<file path="src/rtl/tmr_evt_pkg.sv">
package tmr_evt_pkg;
  localparam int ADDR_W = 4;

  localparam logic [ADDR_W-1:0] A_CTRL    = 4'd0;
  localparam logic [ADDR_W-1:0] A_EVENT   = 4'd1;
  localparam logic [ADDR_W-1:0] A_MASK    = 4'd2;
  localparam int                A_ALM_BASE = 4;
  localparam int                A_CAP_BASE = 8;

  localparam int B_PULSE0 = 7;
  localparam int B_ALM0   = 16;
  localparam int B_CAP0   = 24;

  localparam int B_POL0   = 31;
  localparam int B_EDGE0  = 8;

  localparam logic [31:0] CTRL_KEEP = 32'hC000_0300;
  localparam logic [31:0] EVT_VALID = 32'h0303_00E0;

  typedef struct packed {
    logic [1:0] pol;
    logic [1:0] fall;
  } ctrl_t;
endpackage

</file>
<file path="src/rtl/tmr_alarm_cmp.sv">
module tmr_alarm_cmp #(
  parameter int DW = 32,
  parameter int TW = 64
) (
  input  logic          clk,
  input  logic          rst_n,
  input  logic          wr_lo,
  input  logic          wr_hi,
  input  logic [DW-1:0] wdata,
  input  logic [TW-1:0] time_i,
  output logic [TW-1:0] val_o,
  output logic          hit_o
);
  localparam int HW = TW - DW;

  logic [DW-1:0] lo_q;
  logic [HW-1:0] hi_q;
  logic          armed_q;

  assign val_o = {hi_q, lo_q};
  assign hit_o = armed_q && (time_i == val_o);

  always_ff @(posedge clk or negedge rst_n) begin
    if (!rst_n) begin
      lo_q    <= '0;
      hi_q    <= '0;
      armed_q <= 1'b0;
    end else begin
      if (wr_lo) lo_q <= wdata;
      if (wr_hi) hi_q <= wdata[HW-1:0];
      if (wr_hi)                armed_q <= 1'b1;
      else if (wr_lo || hit_o)  armed_q <= 1'b0;
    end
  end

  assert_one_shot_R5: assert property (@(posedge clk) disable iff (!rst_n)
    (hit_o && !wr_hi) |=> !hit_o);

  assert_lo_disarms_R6: assert property (@(posedge clk) disable iff (!rst_n)
    (wr_lo && !wr_hi) |=> !hit_o);
endmodule

</file>
<file path="src/rtl/tmr_trig_cap.sv">
module tmr_trig_cap #(
  parameter int TW = 64
) (
  input  logic          clk,
  input  logic          rst_n,
  input  logic          trig_async,
  input  logic          fall_sel,
  input  logic [TW-1:0] time_i,
  output logic          stb_o,
  output logic [TW-1:0] cap_o
);
  logic s1_q, s2_q, s3_q;
  logic rise, fall;

  assign rise  = s2_q & ~s3_q;
  assign fall  = ~s2_q & s3_q;
  assign stb_o = fall_sel ? fall : rise;

  always_ff @(posedge clk or negedge rst_n) begin
    if (!rst_n) begin
      s1_q  <= 1'b0;
      s2_q  <= 1'b0;
      s3_q  <= 1'b0;
      cap_o <= '0;
    end else begin
      s1_q <= trig_async;
      s2_q <= s1_q;
      s3_q <= s2_q;
      if (stb_o) cap_o <= time_i;
    end
  end

  assert_capture_time_R7: assert property (@(posedge clk) disable iff (!rst_n)
    stb_o |=> (cap_o == $past(time_i)));

  assert_single_strobe_R7: assert property (@(posedge clk) disable iff (!rst_n)
    stb_o |=> !stb_o);
endmodule

</file>
<file path="src/rtl/tmr_evt_reg.sv">
module tmr_evt_reg #(
  parameter int          DW    = 32,
  parameter logic [31:0] VALID = 32'hFFFF_FFFF
) (
  input  logic          clk,
  input  logic          rst_n,
  input  logic [DW-1:0] set_i,
  input  logic [DW-1:0] clr_i,
  input  logic          mask_wr,
  input  logic [DW-1:0] mask_data,
  output logic [DW-1:0] evt_o,
  output logic [DW-1:0] mask_o,
  output logic          irq_o
);
  always_ff @(posedge clk or negedge rst_n) begin
    if (!rst_n) begin
      evt_o  <= '0;
      mask_o <= '0;
    end else begin
      evt_o <= ((evt_o & ~clr_i) | set_i) & VALID[DW-1:0];
      if (mask_wr) mask_o <= mask_data & VALID[DW-1:0];
    end
  end

  assign irq_o = |(evt_o & mask_o);

  assert_set_wins_R3: assert property (@(posedge clk) disable iff (!rst_n)
    (|set_i) |=> ((evt_o & $past(set_i)) == $past(set_i)));

  assert_w1c_clears_R3: assert property (@(posedge clk) disable iff (!rst_n)
    (|(clr_i & ~set_i)) |=> ((evt_o & $past(clr_i & ~set_i)) == '0));

  assert_no_mask_no_irq_R4: assert property (@(posedge clk) disable iff (!rst_n)
    (mask_o == '0) |-> !irq_o);
endmodule

</file>
<file path="src/rtl/tmr_evt_ctrl.sv">
module tmr_evt_ctrl
  import tmr_evt_pkg::*;
#(
  parameter int DW      = 32,
  parameter int TW      = 64,
  parameter int N_ALM   = 2,
  parameter int N_TRIG  = 2,
  parameter int N_PULSE = 3
) (
  input  logic              clk,
  input  logic              rst_n,
  input  logic [TW-1:0]     cur_time,
  input  logic [N_PULSE-1:0] pulse_in,
  input  logic [N_TRIG-1:0] trig_in,
  input  logic              wr_en,
  input  logic [ADDR_W-1:0] wr_addr,
  input  logic [DW-1:0]     wr_data,
  input  logic [ADDR_W-1:0] rd_addr,
  output logic [DW-1:0]     rd_data,
  output logic              irq,
  output logic [N_ALM-1:0]  alarm_out
);
  localparam int HW = TW - DW;

  logic [DW-1:0]    ctrl_q;
  logic [N_ALM-1:0] alm_hit, alm_out_q, alm_pol;
  logic [N_TRIG-1:0] cap_stb, edge_fall;
  logic [TW-1:0]    alm_val [N_ALM];
  logic [TW-1:0]    cap_val [N_TRIG];
  logic [DW-1:0]    evt_set, evt_clr, evt_q, mask_q;

  always_ff @(posedge clk or negedge rst_n) begin
    if (!rst_n) begin
      ctrl_q    <= '0;
      alm_out_q <= '0;
    end else begin
      if (wr_en && wr_addr == A_CTRL) ctrl_q <= wr_data & CTRL_KEEP[DW-1:0];
      alm_out_q <= alm_hit;
    end
  end

  for (genvar a = 0; a < N_ALM; a++) begin : g_alm
    logic lo_we, hi_we;
    assign lo_we = wr_en && (wr_addr == ADDR_W'(A_ALM_BASE + 2*a));
    assign hi_we = wr_en && (wr_addr == ADDR_W'(A_ALM_BASE + 2*a + 1));
    assign alm_pol[a] = ctrl_q[B_POL0 - a];

    tmr_alarm_cmp #(.DW(DW), .TW(TW)) u_cmp (
      .clk    (clk),
      .rst_n  (rst_n),
      .wr_lo  (lo_we),
      .wr_hi  (hi_we),
      .wdata  (wr_data),
      .time_i (cur_time),
      .val_o  (alm_val[a]),
      .hit_o  (alm_hit[a])
    );
  end

  assign alarm_out = alm_out_q ^ alm_pol;

  for (genvar t = 0; t < N_TRIG; t++) begin : g_trig
    assign edge_fall[t] = ctrl_q[B_EDGE0 + t];

    tmr_trig_cap #(.TW(TW)) u_cap (
      .clk        (clk),
      .rst_n      (rst_n),
      .trig_async (trig_in[t]),
      .fall_sel   (edge_fall[t]),
      .time_i     (cur_time),
      .stb_o      (cap_stb[t]),
      .cap_o      (cap_val[t])
    );
  end

  always_comb begin
    evt_set = '0;
    for (int p = 0; p < N_PULSE; p++) evt_set[B_PULSE0 - p] = pulse_in[p];
    for (int a = 0; a < N_ALM; a++)   evt_set[B_ALM0 + a]   = alm_hit[a];
    for (int t = 0; t < N_TRIG; t++)  evt_set[B_CAP0 + t]   = cap_stb[t];
  end

  assign evt_clr = (wr_en && wr_addr == A_EVENT) ? wr_data : '0;

  tmr_evt_reg #(.DW(DW), .VALID(EVT_VALID)) u_evt (
    .clk       (clk),
    .rst_n     (rst_n),
    .set_i     (evt_set),
    .clr_i     (evt_clr),
    .mask_wr   (wr_en && wr_addr == A_MASK),
    .mask_data (wr_data),
    .evt_o     (evt_q),
    .mask_o    (mask_q),
    .irq_o     (irq)
  );

  always_comb begin
    rd_data = '0;
    if (rd_addr == A_CTRL)  rd_data = ctrl_q;
    if (rd_addr == A_EVENT) rd_data = evt_q;
    if (rd_addr == A_MASK)  rd_data = mask_q;
    for (int a = 0; a < N_ALM; a++) begin
      if (rd_addr == ADDR_W'(A_ALM_BASE + 2*a))     rd_data = alm_val[a][DW-1:0];
      if (rd_addr == ADDR_W'(A_ALM_BASE + 2*a + 1)) rd_data = DW'(alm_val[a][TW-1:DW]);
    end
    for (int t = 0; t < N_TRIG; t++) begin
      if (rd_addr == ADDR_W'(A_CAP_BASE + 2*t))     rd_data = cap_val[t][DW-1:0];
      if (rd_addr == ADDR_W'(A_CAP_BASE + 2*t + 1)) rd_data = DW'(cap_val[t][TW-1:DW]);
    end
  end

  assert_alarm_pulse_R9: assert property (@(posedge clk) disable iff (!rst_n)
    (alm_hit[0] && $stable(ctrl_q)) |=> (alarm_out[0] != alm_pol[0]));

  assert_alarm_event_R5: assert property (@(posedge clk) disable iff (!rst_n)
    alm_hit[0] |=> evt_q[B_ALM0]);
endmodule

</file>
<file path="config.mk">
export PLATFORM = sky130hd
export DESIGN_NAME = tmr_evt_ctrl
export DESIGN_NICKNAME = d
export VERILOG_FILES = /design/src/rtl/tmr_evt_pkg.sv /design/src/rtl/tmr_alarm_cmp.sv /design/src/rtl/tmr_trig_cap.sv /design/src/rtl/tmr_evt_reg.sv /design/src/rtl/tmr_evt_ctrl.sv
export SDC_FILE = /design/constraint.sdc
export NUM_CORES = 1
export LEC_CHECK = 0
export ABC_CLOCK_PERIOD_IN_PS = 3350
export BUFFER_PORTS_ARGS = -buffer_cell sky130_fd_sc_hd__buf_4
export CORE_MARGIN = 3
export CORE_UTILIZATION = 36
export CTS_BUF_LIST = sky130_fd_sc_hd__clkbuf_16
export CTS_CLUSTER_DIAMETER = 40
export DETAILED_ROUTE_END_ITERATION = 16
export SLEW_MARGIN = 0
export SYNTH_ARGS = -nofsm -noshare
export SYNTH_HDL_FRONTEND = slang
export SYNTH_SLANG_ARGS = --single-unit
</file>
<file path="constraint.sdc">
create_clock -name clk -period 3.35 [get_ports clk]
set_clock_uncertainty 0.1 [all_clocks]
set_input_delay 0 -clock clk [delete_from_list [all_inputs] [get_ports clk]]
set_output_delay 0 -clock clk [all_outputs]
set_load 0.01 [all_outputs]
</file>
==> results of run 1 <==
==> kinds of logic (layout without fill, tap and decap cells) <==
kind of cell / count (synthesis) / in the layout / share of synthesized area
compound gates: 157 / 157 / 0.07197
xor+xnor: 130 / 130 / 0.07900
mux: 317 / 317 / 0.2601
buf+inv: 74 / 374 / 0.03282
simple gates: 168 / 168 / 0.06303
flops: 284 / 284 / 0.4931
==> worst max-delay path, cell delays in order <==
cell and delay (ns):
buf_4 0.34, buf_4 0.55, nor2b_1 0.25, a221oi_1 0.33, nor3_1 0.09, a2bb2oi_1 0.37
o21ai_1 0.14, buf_4 0.16
==> power groups by stage <==
stage               sequential, uW  clock (uW)  combinational (uW)
floorplan                     4830           0                1850
global route                  5100        5040                3090
finish                        4980        4810                2890
CTS                           4980        4880                2890
detailed placement            5020           0                2770
global placement              4990           0                2740
==> routing by layer <==
| metal | vias to the layer above | routed length [um] | track usage |
|---|---|---|---|
| li1 | 4676 | - | - |
| met3 | 83 | 3459 | 0.05040 |
| met2 | 397 | 22630 | 0.3665 |
| met4 | 0 | 1035 | 0.05964 |
| met1 | 5554 | 21420 | 0.3179 |
| met5 | - | 0 | 0 |
==> layout by cell type (no fill, tap or decap), types with 10 or more instances in the layout <==
cell           Yosys  layout
clkbuf_16          0      46
dlygate4sd3_1      0     111
a2bb2oi_1         12      12
inv_1              4      10
mux2i_1           28      28
nor3_1            13      13
dfrtp_1          284     284
mux2_1            36      36
nor2_1            35      34
xnor2_1          128     128
a21oi_1           37      37
mux2_2           234     234
mux4_2            19      19
o21ai_0           15      15
o21ai_1           20      18
nand2_1           39      38
buf_4             17     168
nor2b_1           15      15
o22ai_1           25      25
nand4_1           34      34
==> sequential cells by signal, summed over array words and instances, names as in the netlist <==
signal	cells
g_trig.u_cap.cap_o	128
g_alm.u_cmp.hi_q	64
g_alm.u_cmp.lo_q	64
u_evt.evt_o	7
u_evt.mask_o	7
ctrl_q	4
alm_out_q	2
g_alm.u_cmp.armed_q	2
g_trig.u_cap.s1_q	2
g_trig.u_cap.s2_q	2
g_trig.u_cap.s3_q	2
==> final cells by class <==
type / count / area, um^2 / share of cell area
clock inverters: 37 / 406.6 / 0.02176
multi-input cells: 772 / 6862 / 0.3672
inverters: 6 / 22.52 / 0.001205
repair buffers: 285 / 2487 / 0.1331
flip-flops and latches: 284 / 7107 / 0.3804
clock buffers: 46 / 1151 / 0.06161
well taps: 518 / 648.1 / 0.03469
==> through the flow <==
step / total power (uW) / area (um^2) / cells / utilization
floorplan: 6685 / 14410 / 1130 / -
global placement: 7722 / 16020 / 1754 / 0.4096
finish: 12680 / 18680 / 1948 / 0.4779
detailed placement: 7792 / 16020 / 1754 / 0.4096
global route: 13230 / 18680 / 1948 / 0.4779
CTS: 12740 / 18680 / 1948 / 0.4779
==> how the worst max path moves through the flow <==
stage | startpoint | endpoint | slack, ns | cells after the start
after global placement | rd_addr[0] | rd_data[29] | 1.08 | 7
after CTS | rd_addr[0] | rd_data[24] | 1.09 | 8
final | rd_addr[0] | rd_data[24] | 0.98 | 8
after floorplan | g_trig[1].u_cap.s3_q | g_trig[1].u_cap.cap_o[57] | 1.70 | 5
after detailed placement | rd_addr[0] | rd_data[24] | 1.10 | 8
after global routing | rd_addr[0] | rd_data[24] | 0.89 | 8
==> summary.md, run 1 <==
| Metric | Value |
|---|---|
| Outcome | completed |
| Core Rows | 72 |
| Vias in the first global route | 11180 |
| Most frequent cell after synthesis | dfrtp_1 |
| Startpoint types | primary input |
| Final Hold Viols | 0 |
| # diodes | 0 |
| Largest cells by area after synthesis | dfrtp_1 49%, mux2_2 18%, xnor2_1 7.8% |
| Die width | 206.1 um |
| Synthesized Nets | 1242 |
| Reg2reg start | g_alm[1].u_cmp.lo_q[29] |
| Insertion delay to the later sink of the worst-skew pair | 0.59 ns |
| Final min period | 2.374 ns |
| Worst slew pin tran | 0.9351 ns |
| Synth Instances | 1130 |
| # DRC | 0 |
| Final HPWL DP | 33500 um |
| Sw frac | 0.2926 |
| Achievable Freq | 421.2 MHz |
| Htree depth | 2 |
| EDFF count, synth | 0 |
| R2R cell count | 5 |
| Register share of total power | 0.393 |
| P_sw | 3710 uW |
| VDD IR max | 0.3602 mV |
| WP data arrival | 2.27 ns |
| Post-route ant nets | 0 |
| Final nets | 1507 |
| PortBufs | 146 |
| Wire per inst | 24.92 um |
| Largest net degree at the start of global routing | 96 |
| Clock Sink Count | 284 |
| Setup slack, reg-to-reg | 1.20 ns |
| Postcts setup bufs | 0 |
| CTS tree | built |
| Setup tns final | 0 ns |
| Min-delay src | wr_addr[3] |
| Worst Path Class, Setup | in -> out |
| Core ar. | 39100 um^2 |
| TritonRoute pass-1 iters | 5 |
| Static leakage | 0.007722 uW |
| Fraction of final layout cells sized beyond drive strength 1 | 0.3573 |
| Combinational share of power | 0.228 |
| Critical Path Fanout Max | 33 |
| GPL Wtd Cong | 0.9144 |
| Gr usage total | 0.2295 |
| Top FF cell, synth | dfrtp_1 |
| Num CTS Buffers | 46 |
| Cell Area, Synth | 14410 um^2 |
| Layout area overhead | 29.64% |
| Fin Hold WS | 0.01346 ns |
| Final worst slack | 0.9759 ns |
| Hold endpoint | ctrl_q[30] |
| Synth warn | 0 |
| Critical path capture point type | output port |
| Worst slack, placed | 1.097 ns |
| Slew HR | 0.3744 |
| # setup viols final | 0 |
| Die ar. | 42470 um^2 |
| RSZ-0062 raised after global routing | no |
| Period utilization | 0.7087 |
| Post-DR vias/cell | 5.498 |
| Critical path required time | 3.25 ns |
| Clock Path Buffers | 3 |
| Clock power share | 0.379 |
| Synth top cells by count | 284 x dfrtp_1, 234 x mux2_2, 128 x xnor2_1, 39 x nand2_1, 37 x a21oi_1 |
| 1st-iter DRT viols | 762 |
| Fraction of synthesized cell area taken by the top area cell type | 0.4931 |
| Hold Crit Depth | 4 |
| Routed WL | 48540 um |
| Int Power | 8968 uW |
| Avg Cell Area, Syn | 12.75 um^2 |
| Number of distinct library cells after synthesis | 56 |
| FF+latch count, synth | 284 |
| Top cell type by total area after synthesis | dfrtp_1 |
| Clk slew on worst S/H paths | 0.05 ns |
| DR vias | 10710 |
| Worst r2r dst | alm_out_q[1] |
| Post-CTS Hold Fix Bufs | 111 |
| Die H | 206.1 um |
| PD cells | 678.6 nW/um^2 |
| Hold WC Path Type | in -> reg |
| Max Slew Vio Count | 0 |
| Initial core utilization | 0.3686 |
| Global route total overflow | 0 |
| Root Driver | clkbuf_16 |
| Initial antenna violation count | 0 |
| PostCTS Resize Cnt | 0 |
| Register area share after synthesis | 0.4931 |
| MaxCap Viol Count | 0 |
| First-pass GRT wire length | 72130 um |
| IO Count | 147 |
| Post-synth ARST share | 1.000 |
| Fill cells | 3578 |
No activity file was read; power rests on OpenSTA's default activity.
==> run 2: changes to the inputs <==
--- a/config.mk
+++ b/config.mk
@@ -5,7 +5,7 @@
 export SDC_FILE = /design/constraint.sdc
 export NUM_CORES = 1
 export LEC_CHECK = 0
-export ABC_CLOCK_PERIOD_IN_PS = 3350
+export ABC_CLOCK_PERIOD_IN_PS = 2300
 export BUFFER_PORTS_ARGS = -buffer_cell sky130_fd_sc_hd__buf_4
 export CORE_MARGIN = 3
 export CORE_UTILIZATION = 36
==> constraint.sdc (replaced) <==
create_clock -name clk -period 2.3 [get_ports clk]
set_clock_uncertainty 0.1 [all_clocks]
set_input_delay 0 -clock clk [delete_from_list [all_inputs] [get_ports clk]]
set_output_delay 0 -clock clk [all_outputs]
set_load 0.01 [all_outputs]
==> run 2 against run 1 <==
Compared with the run above: register-to-register slack worse by 1.2 ns; combinational power up 46%; core utilization up 0.35 points; cell count up 0.77%; clock power up 39%; setup slack worse by 0.94 ns; via count down 0.20%; die area unchanged; routed wire length down 0.44%; critical endpoint unchanged.
==> summary.md, run 2 (synthesis gave the netlist of run 1 again) <==
| Metric | Value |
|---|---|
| First-pass GRT wire length | 71880 um (-0.34%) |
| Postcts setup bufs | 0 (unchanged) |
| # diodes | 0 (unchanged) |
| Worst Path Class, Setup | reg -> out |
| Die width | 206.1 um (unchanged) |
| Hold WC Path Type | in -> reg |
| PD cells | 962.5 nW/um^2 (+42%) |
| DR vias | 10690 (-0.20%) |
| Post-DR vias/cell | 5.445 (-0.96%) |
| Slew HR | 0.5255 (+0.1512) |
| Critical path capture point type | output port |
| Post-route ant nets | 0 (unchanged) |
| # DRC | 0 (unchanged) |
| IO Count | 147 (unchanged) |
| CP Cell Sequence | a221oi_1 -> nor3_1 -> a2bb2oi_1 -> o21ai_1 -> buf_4 |
| CP max stage delay | 0.46 ns (-0.09 ns) |
| Startpoint types | register |
| Register name with the most flops | g_trig.u_cap.cap_o |
| RSZ-0062 raised after global routing | no |
| Achievable Freq | 441.0 MHz |
| Max reg flops | 128 (unchanged) |
| Worst slack, placed | 0.07676 ns (-1.020 ns) |
| Setup tns final | 0 ns (unchanged) |
| Area of the multi-input gates | 6868 um^2 (about the same) |
| Commonest non-fill, non-tap cell in the layout | dfrtp_1 |
| Clk slew on worst S/H paths | 0.05 ns (about the same) |
| Vias in the first global route | 11040 (-1.2%) |
| Fill cells | 3574 (-0.11%) |
| VDD IR max | 0.5600 mV (+55%) |
| Htree depth | 2 (unchanged) |
| Final Hold Viols | 0 (unchanged) |
| Critical path required time | 2.20 ns (-1.05 ns) |
| CTS tree | built |
| Fraction of final layout cells sized beyond drive strength 1 | 0.3668 (+0.009439) |
| PortBufs | 146 (unchanged) |
| 1st-iter DRT viols | 751 (-1.4%) |
| CP max stage cell | a221oi_1 |
| Initial core utilization | 0.3686 (unchanged) |
| Layout Cells excl Fill | 1963 (+0.77%) |
| Clock Path Buffers | 3 (unchanged) |
| Global route total overflow | 0 (unchanged) |
| Period utilization | 0.9860 |
| Core ar. | 39100 um^2 (unchanged) |
| Num CTS Buffers | 44 (-4.3%) |
| # setup viols final | 0 (unchanged) |
| WP data arrival | 2.17 ns (-0.10 ns) |
| Top flop regs | g_trig.u_cap.cap_o x128, g_alm.u_cmp.hi_q x64, g_alm.u_cmp.lo_q x64 |
| TritonRoute pass-1 iters | 5 (unchanged) |
| Fin Hold WS | 0.03745 ns (+0.02398 ns) |
| Die H | 206.1 um (unchanged) |
| Final min period | 2.268 ns |
| Routed WL | 48330 um (-0.44%) |
| Commonest non-fill, non-tap cells in the layout | 284 x dfrtp_1, 234 x mux2_2, 177 x buf_4, 128 x xnor2_1, 112 x dlygate4sd3_1 |
| Worst slew pin tran | 0.7091 ns (-0.2261 ns) |
| Gr usage total | 0.2284 (-0.001119) |
| Critical Path Fanout Max | 3 (-91%) |
| Insertion delay to the later sink of the worst-skew pair | 0.55 ns (-0.04 ns) |
| Post-placement cell count | 1768 (+0.80%) |
| Outcome | completed |
| Final nets | 1521 (+0.93%) |
| Clock Sink Count | 284 (unchanged) |
| Layout area overhead | 30.58% |
| Initial antenna violation count | 0 (unchanged) |
| Sequential Area | 7107 um^2 (unchanged) |
| Root Driver | clkbuf_16 |
| Wire per inst | 24.62 um (-1.2%) |
| Core Rows | 72 (unchanged) |
| Final worst slack | 0.03217 ns (-0.9438 ns) |
| MaxCap Viol Count | 0 (unchanged) |
| Die ar. | 42470 um^2 (unchanged) |
| Static leakage | 0.007768 uW (+0.60%) |
| GPL Wtd Cong | 0.8783 (-3.9%) |
| Largest net degree at the start of global routing | 90 (-6.3%) |
| Max Slew Vio Count | 0 (unchanged) |
| Final HPWL DP | 33860 um (+1.1%) |
run 2: changes by cell type in the layout (fill, tap and decap cells not counted), sizes merged:
cell / before / now
clkinvlp: 5 / 9
clkinv: 18 / 17
bufinv: 7 / 5
dlygate4sd3: 111 / 112
clkbuf: 46 / 44
buf: 174 / 189
run 2: final timing paths:
path	startpoint	to	slack (ns)	cells past startpoint
worst max-delay path	u_evt.evt_o[24]	rd_data[24]	0.03	5
worst min-delay path	wr_addr[3]	u_evt.evt_o[25]	0.04	5
worst max register to register	g_alm[0].u_cmp.hi_q[31]	g_alm[0].u_cmp.armed_q	0.04	5
worst min register to register	g_trig[1].u_cap.s1_q	g_trig[1].u_cap.s2_q	0.25	0
max in group asynchronous	rst_n	g_alm[1].u_cmp.hi_q[5]	1.08	4
min in group asynchronous	rst_n	g_alm[0].u_cmp.hi_q[24]	0.53	4
run 2: worst max-delay path, delay by kind of cell, from the launching register on:
| family | cells | cell delay (ns) |
|---|---|---|
| flip-flops | 1 | 0.40 |
| AO/OA/AOI/OAI | 3 | 0.90 |
| buffers and inverters | 1 | 0.16 |
| AND/OR/NAND/NOR | 1 | 0.15 |
run 2: per-stage QoR:
step | total power (uW) | util | cell area [um^2]
3_3_place_gp | 11210 | 0.4139 | 16180
6_report | 18110 | 0.4813 | 18820
5_1_grt | 18920 | 0.4813 | 18820
2_1_floorplan | 9737 | - | 14410
3_5_place_dp | 11340 | 0.4139 | 16180
4_1_cts | 18220 | 0.4812 | 18810
run 2: repair_timing:
item | CTS | global route
setup endpoints to repair | 0 | 1
gates resized for setup | 0 | 1
endpoints found under the hold margin | 564 | 0
hold buffers | 113 | 0
run 2: where the power goes:
| group | leakage (uW) | internal (uW) | switching [uW] |
|---|---|---|---|
| Sequential | 0.00339 | 6330 | 900 |
| Combinational | 0.00367 | 2340 | 1880 |
| Clock | 0.000709 | 4110 | 2560 |
| Total | 0.00777 | 12800 | 5340 |
run 2: area by class of cell:
type | count | share of cell area
clock buffer | 44 | 0.05851
clock inverter | 38 | 0.02021
inverter | 6 | 0.001197
multi-input combinational | 772 | 0.3649
sequential | 284 | 0.3776
tap | 518 | 0.03444
timing repair buffer | 301 | 0.1431
run 2: routing by layer:
layer / global-route usage / vias up / wire length [um]
met3: 0.03875 / 72 / 2942
met2: 0.3660 / 350 / 22520
met5: 0 / - / 0
li1: - / 4702 / -
met1: 0.3237 / 5565 / 21770
met4: 0.05673 / 0 / 1098
==> run 3: changes to the inputs <==
--- a/config.mk
+++ b/config.mk
@@ -6,12 +6,14 @@
 export NUM_CORES = 1
 export LEC_CHECK = 0
 export ABC_CLOCK_PERIOD_IN_PS = 2300
-export BUFFER_PORTS_ARGS = -buffer_cell sky130_fd_sc_hd__buf_4
+export CAP_MARGIN = 40
 export CORE_MARGIN = 3
-export CORE_UTILIZATION = 36
+export CORE_UTILIZATION = 55
 export CTS_BUF_LIST = sky130_fd_sc_hd__clkbuf_16
 export CTS_CLUSTER_DIAMETER = 40
 export DETAILED_ROUTE_END_ITERATION = 16
+export DONT_BUFFER_PORTS = 1
+export PLACE_DENSITY = 0.7
 export SLEW_MARGIN = 0
 export SYNTH_ARGS = -nofsm -noshare
 export SYNTH_HDL_FRONTEND = slang
==> run 3 against run 2 <==
Compared with the run above: the run now ends with negative hold slack left; register-to-register slack about the same; maximum frequency up 0.63%; routed wire length down 8.6%; global-route usage up 8.4 points; first-iteration DRC count up 31%; hold slack worse by 0.97 ns; power down 4.3%; flip-flop and latch count unchanged; sequential power about the same; largest cell class unchanged; highest routed layer is now met5.
==> summary.md, run 3 (synthesis gave the netlist of run 1 again) <==
| Metric | Value |
|---|---|
| Outcome | complete, but fails checks |
| Failing checks | negative hold slack |
| WP data arrival | 2.57 ns (+0.40 ns) |
| Num CTS Buffers | 41 (-6.8%) |
| CP startpoint | g_alm[0].u_cmp.hi_q[12] |
| Layout area overhead | 20.68% |
| Critical path required time | 2.62 ns (+0.42 ns) |
| # setup viols final | 0 (unchanged) |
| Routed WL | 44190 um (-8.6%) |
| Clock Sink Count | 284 (unchanged) |
| Critical path capture point type | register |
| MaxCap Viol Count | 0 (unchanged) |
| Fill cells | 1791 (-50%) |
| Final min period | 2.254 ns (-0.01430 ns) |
| 1st-iter DRT viols | 984 (+31%) |
| Global route total overflow | 0 (unchanged) |
| Reg2reg start | g_alm[0].u_cmp.hi_q[12] |
| Top flop regs | g_trig.u_cap.cap_o x128, g_alm.u_cmp.hi_q x64, g_alm.u_cmp.lo_q x64 |
| Commonest non-fill, non-tap cell in the layout | dfrtp_1 |
| Largest net degree at the start of global routing | 285 (+220%) |
| PD cells | 996.6 nW/um^2 (+3.5%) |
| Postcts setup bufs | 0 (unchanged) |
| Worst slew pin tran | 1.121 ns (+0.4116 ns) |
| RSZ-0062 raised after global routing | no |
| Static leakage | 0.007041 uW (-9.4%) |
| Setup slack, reg-to-reg | 0.05 ns (about the same) |
| Fin Hold WS | -0.9336 ns (-0.9711 ns) |
| GPL Wtd Cong | 0.9248 (+5.3%) |
| Worst Path Class, Setup | reg -> reg |
| Max Slew Vio Count | 0 (unchanged) |
| Slew HR | 0.2529 (-0.2726) |
| First-pass GRT wire length | 67300 um (-6.4%) |
| CTS tree | built |
| Htree depth | 2 (unchanged) |
| Core Rows | 58 (-19%) |
| Setup tns final | 0 ns (unchanged) |
| Fraction of final layout cells sized beyond drive strength 1 | 0.2778 (-0.08900) |
| TritonRoute pass-1 iters | 5 (unchanged) |
| Startpoint types | register |
| Final nets | 1378 (-9.4%) |
| PortBufs | 0 (-100%) |
| Post-DR vias/cell | 6.329 (+16%) |
| Die H | 167.9 um (-19%) |
| Capture point of the worst path | g_alm[0].u_cmp.armed_q |
| Die ar. | 28180 um^2 (-34%) |
| Achievable Freq | 443.7 MHz (+0.63%) |
| Commonest non-fill, non-tap cells in the layout | 284 x dfrtp_1, 234 x mux2_2, 132 x dlygate4sd3_1, 127 x xnor2_1, 41 x clkbuf_16 |
| Worst r2r dst | g_alm[0].u_cmp.armed_q |
| Initial core utilization | 0.5658 (+0.1972) |
| Gr usage total | 0.3128 (+0.08439) |
| Wire per inst | 27.15 um (+10%) |
| Vias in the first global route | 10860 (-1.6%) |
| Post-CTS Hold Fix Bufs | 133 (+18%) |
| IO Count | 147 (unchanged) |
| VDD IR max | 0.7677 mV (+37%) |
| Final Hold Viols | 284 (+284) |
| Initial antenna violation count | 4 (+4) |
| Insertion delay to the later sink of the worst-skew pair | 0.54 ns (about the same) |
| Clk slew on worst S/H paths | 0.05 ns (about the same) |
| Register name with the most flops | g_trig.u_cap.cap_o |
| Core ar. | 25470 um^2 (-35%) |
| Post-route ant nets | 0 (unchanged) |
| Period utilization | 0.9798 (-0.006217) |
| Sequential Area | 7107 um^2 (unchanged) |
| R2R cell count | 5 (unchanged) |
| Critical Path Fanout Max | 3 (unchanged) |
| Hold WC Path Type | in -> async |
| Max reg flops | 128 (unchanged) |
| Die width | 167.9 um (-19%) |
| Root Driver | clkbuf_16 |
| Final HPWL DP | 28930 um (-15%) |
| Total chip power | 17330 uW (-4.3%) |
| DR vias | 10300 (-3.6%) |
| Area of the multi-input gates | 6869 um^2 (about the same) |
| Clock Path Buffers | 3 (unchanged) |
| # DRC | 0 (unchanged) |
[run 3: where the power goes]
| group | leakage, uW | internal (uW) | total, uW | switching (uW) |
|---|---|---|---|---|
| Combinational | 0.00297 | 2190 | 3820 | 1620 |
| Clock | 0.000685 | 3930 | 6270 | 2340 |
| Sequential | 0.00339 | 6330 | 7250 | 920 |
| Total | 0.00704 | 12500 | 17300 | 4880 |
[run 3: per-layer routing]
layer  track usage  part of all wire  vias to the layer above
met5             0           0.00032                        -
met3       0.09087             0.094                      120
met4        0.1348             0.043                        4
met2        0.4854              0.46                      473
met1        0.4132              0.40                     5304
li1              -                 -                     4403
[run 3: repair_timing]
action | CTS | global route
resized for setup | 0 | 1
hold endpoints to repair | 564 | 284
endpoints found under the setup margin | 0 | 1
[run 3: metrics by stage]
step	util	instance area, um^2	cells	setup slack (ns)	hold slack [ns]
after floorplan	-	14410	1130	0.6505	-0.3956
final	0.6828	17390	1628	0.04647	-0.9336
after global placement	0.5762	14680	1420	0.1407	-0.3753
after global routing	0.6828	17390	1628	0.04025	-0.9432
after detailed placement	0.5762	14680	1420	0.1248	-0.3753
after CTS	0.6823	17380	1626	0.08047	-0.9345
[run 3: worst min path at each step]
stage / start / depth (start not counted) / end / slack [ns]
3_3_place_gp: rst_n / 0 / g_trig[1].u_cap.cap_o[42] / -0.38
4_1_cts: rst_n / 0 / g_trig[0].u_cap.cap_o[9] / -0.93
2_1_floorplan: rst_n / 0 / alm_out_q[0] / -0.40
6_report: rst_n / 0 / g_trig[0].u_cap.cap_o[8] / -0.93
5_1_grt: rst_n / 0 / g_trig[1].u_cap.s3_q / -0.94
3_5_place_dp: rst_n / 0 / g_trig[1].u_cap.s3_q / -0.38
[run 3: cell type report]
type,instances,area share
sequential,284,0.4086
clock buffer,41,0.05899
inverter,6,0.001295
clock inverter,32,0.01935
tap,330,0.02374
multi-input combinational,772,0.3949
timing repair buffer,161,0.09280
antenna,2,0.0002877
[run 3: critical path: stages, from the launching register on]
cell and delay, ns:
dfrtp_1 0.41, xnor2_1 0.42, nand4_1 0.18, nor4_1 0.49
nand4_1 0.25, a31o_2 0.30
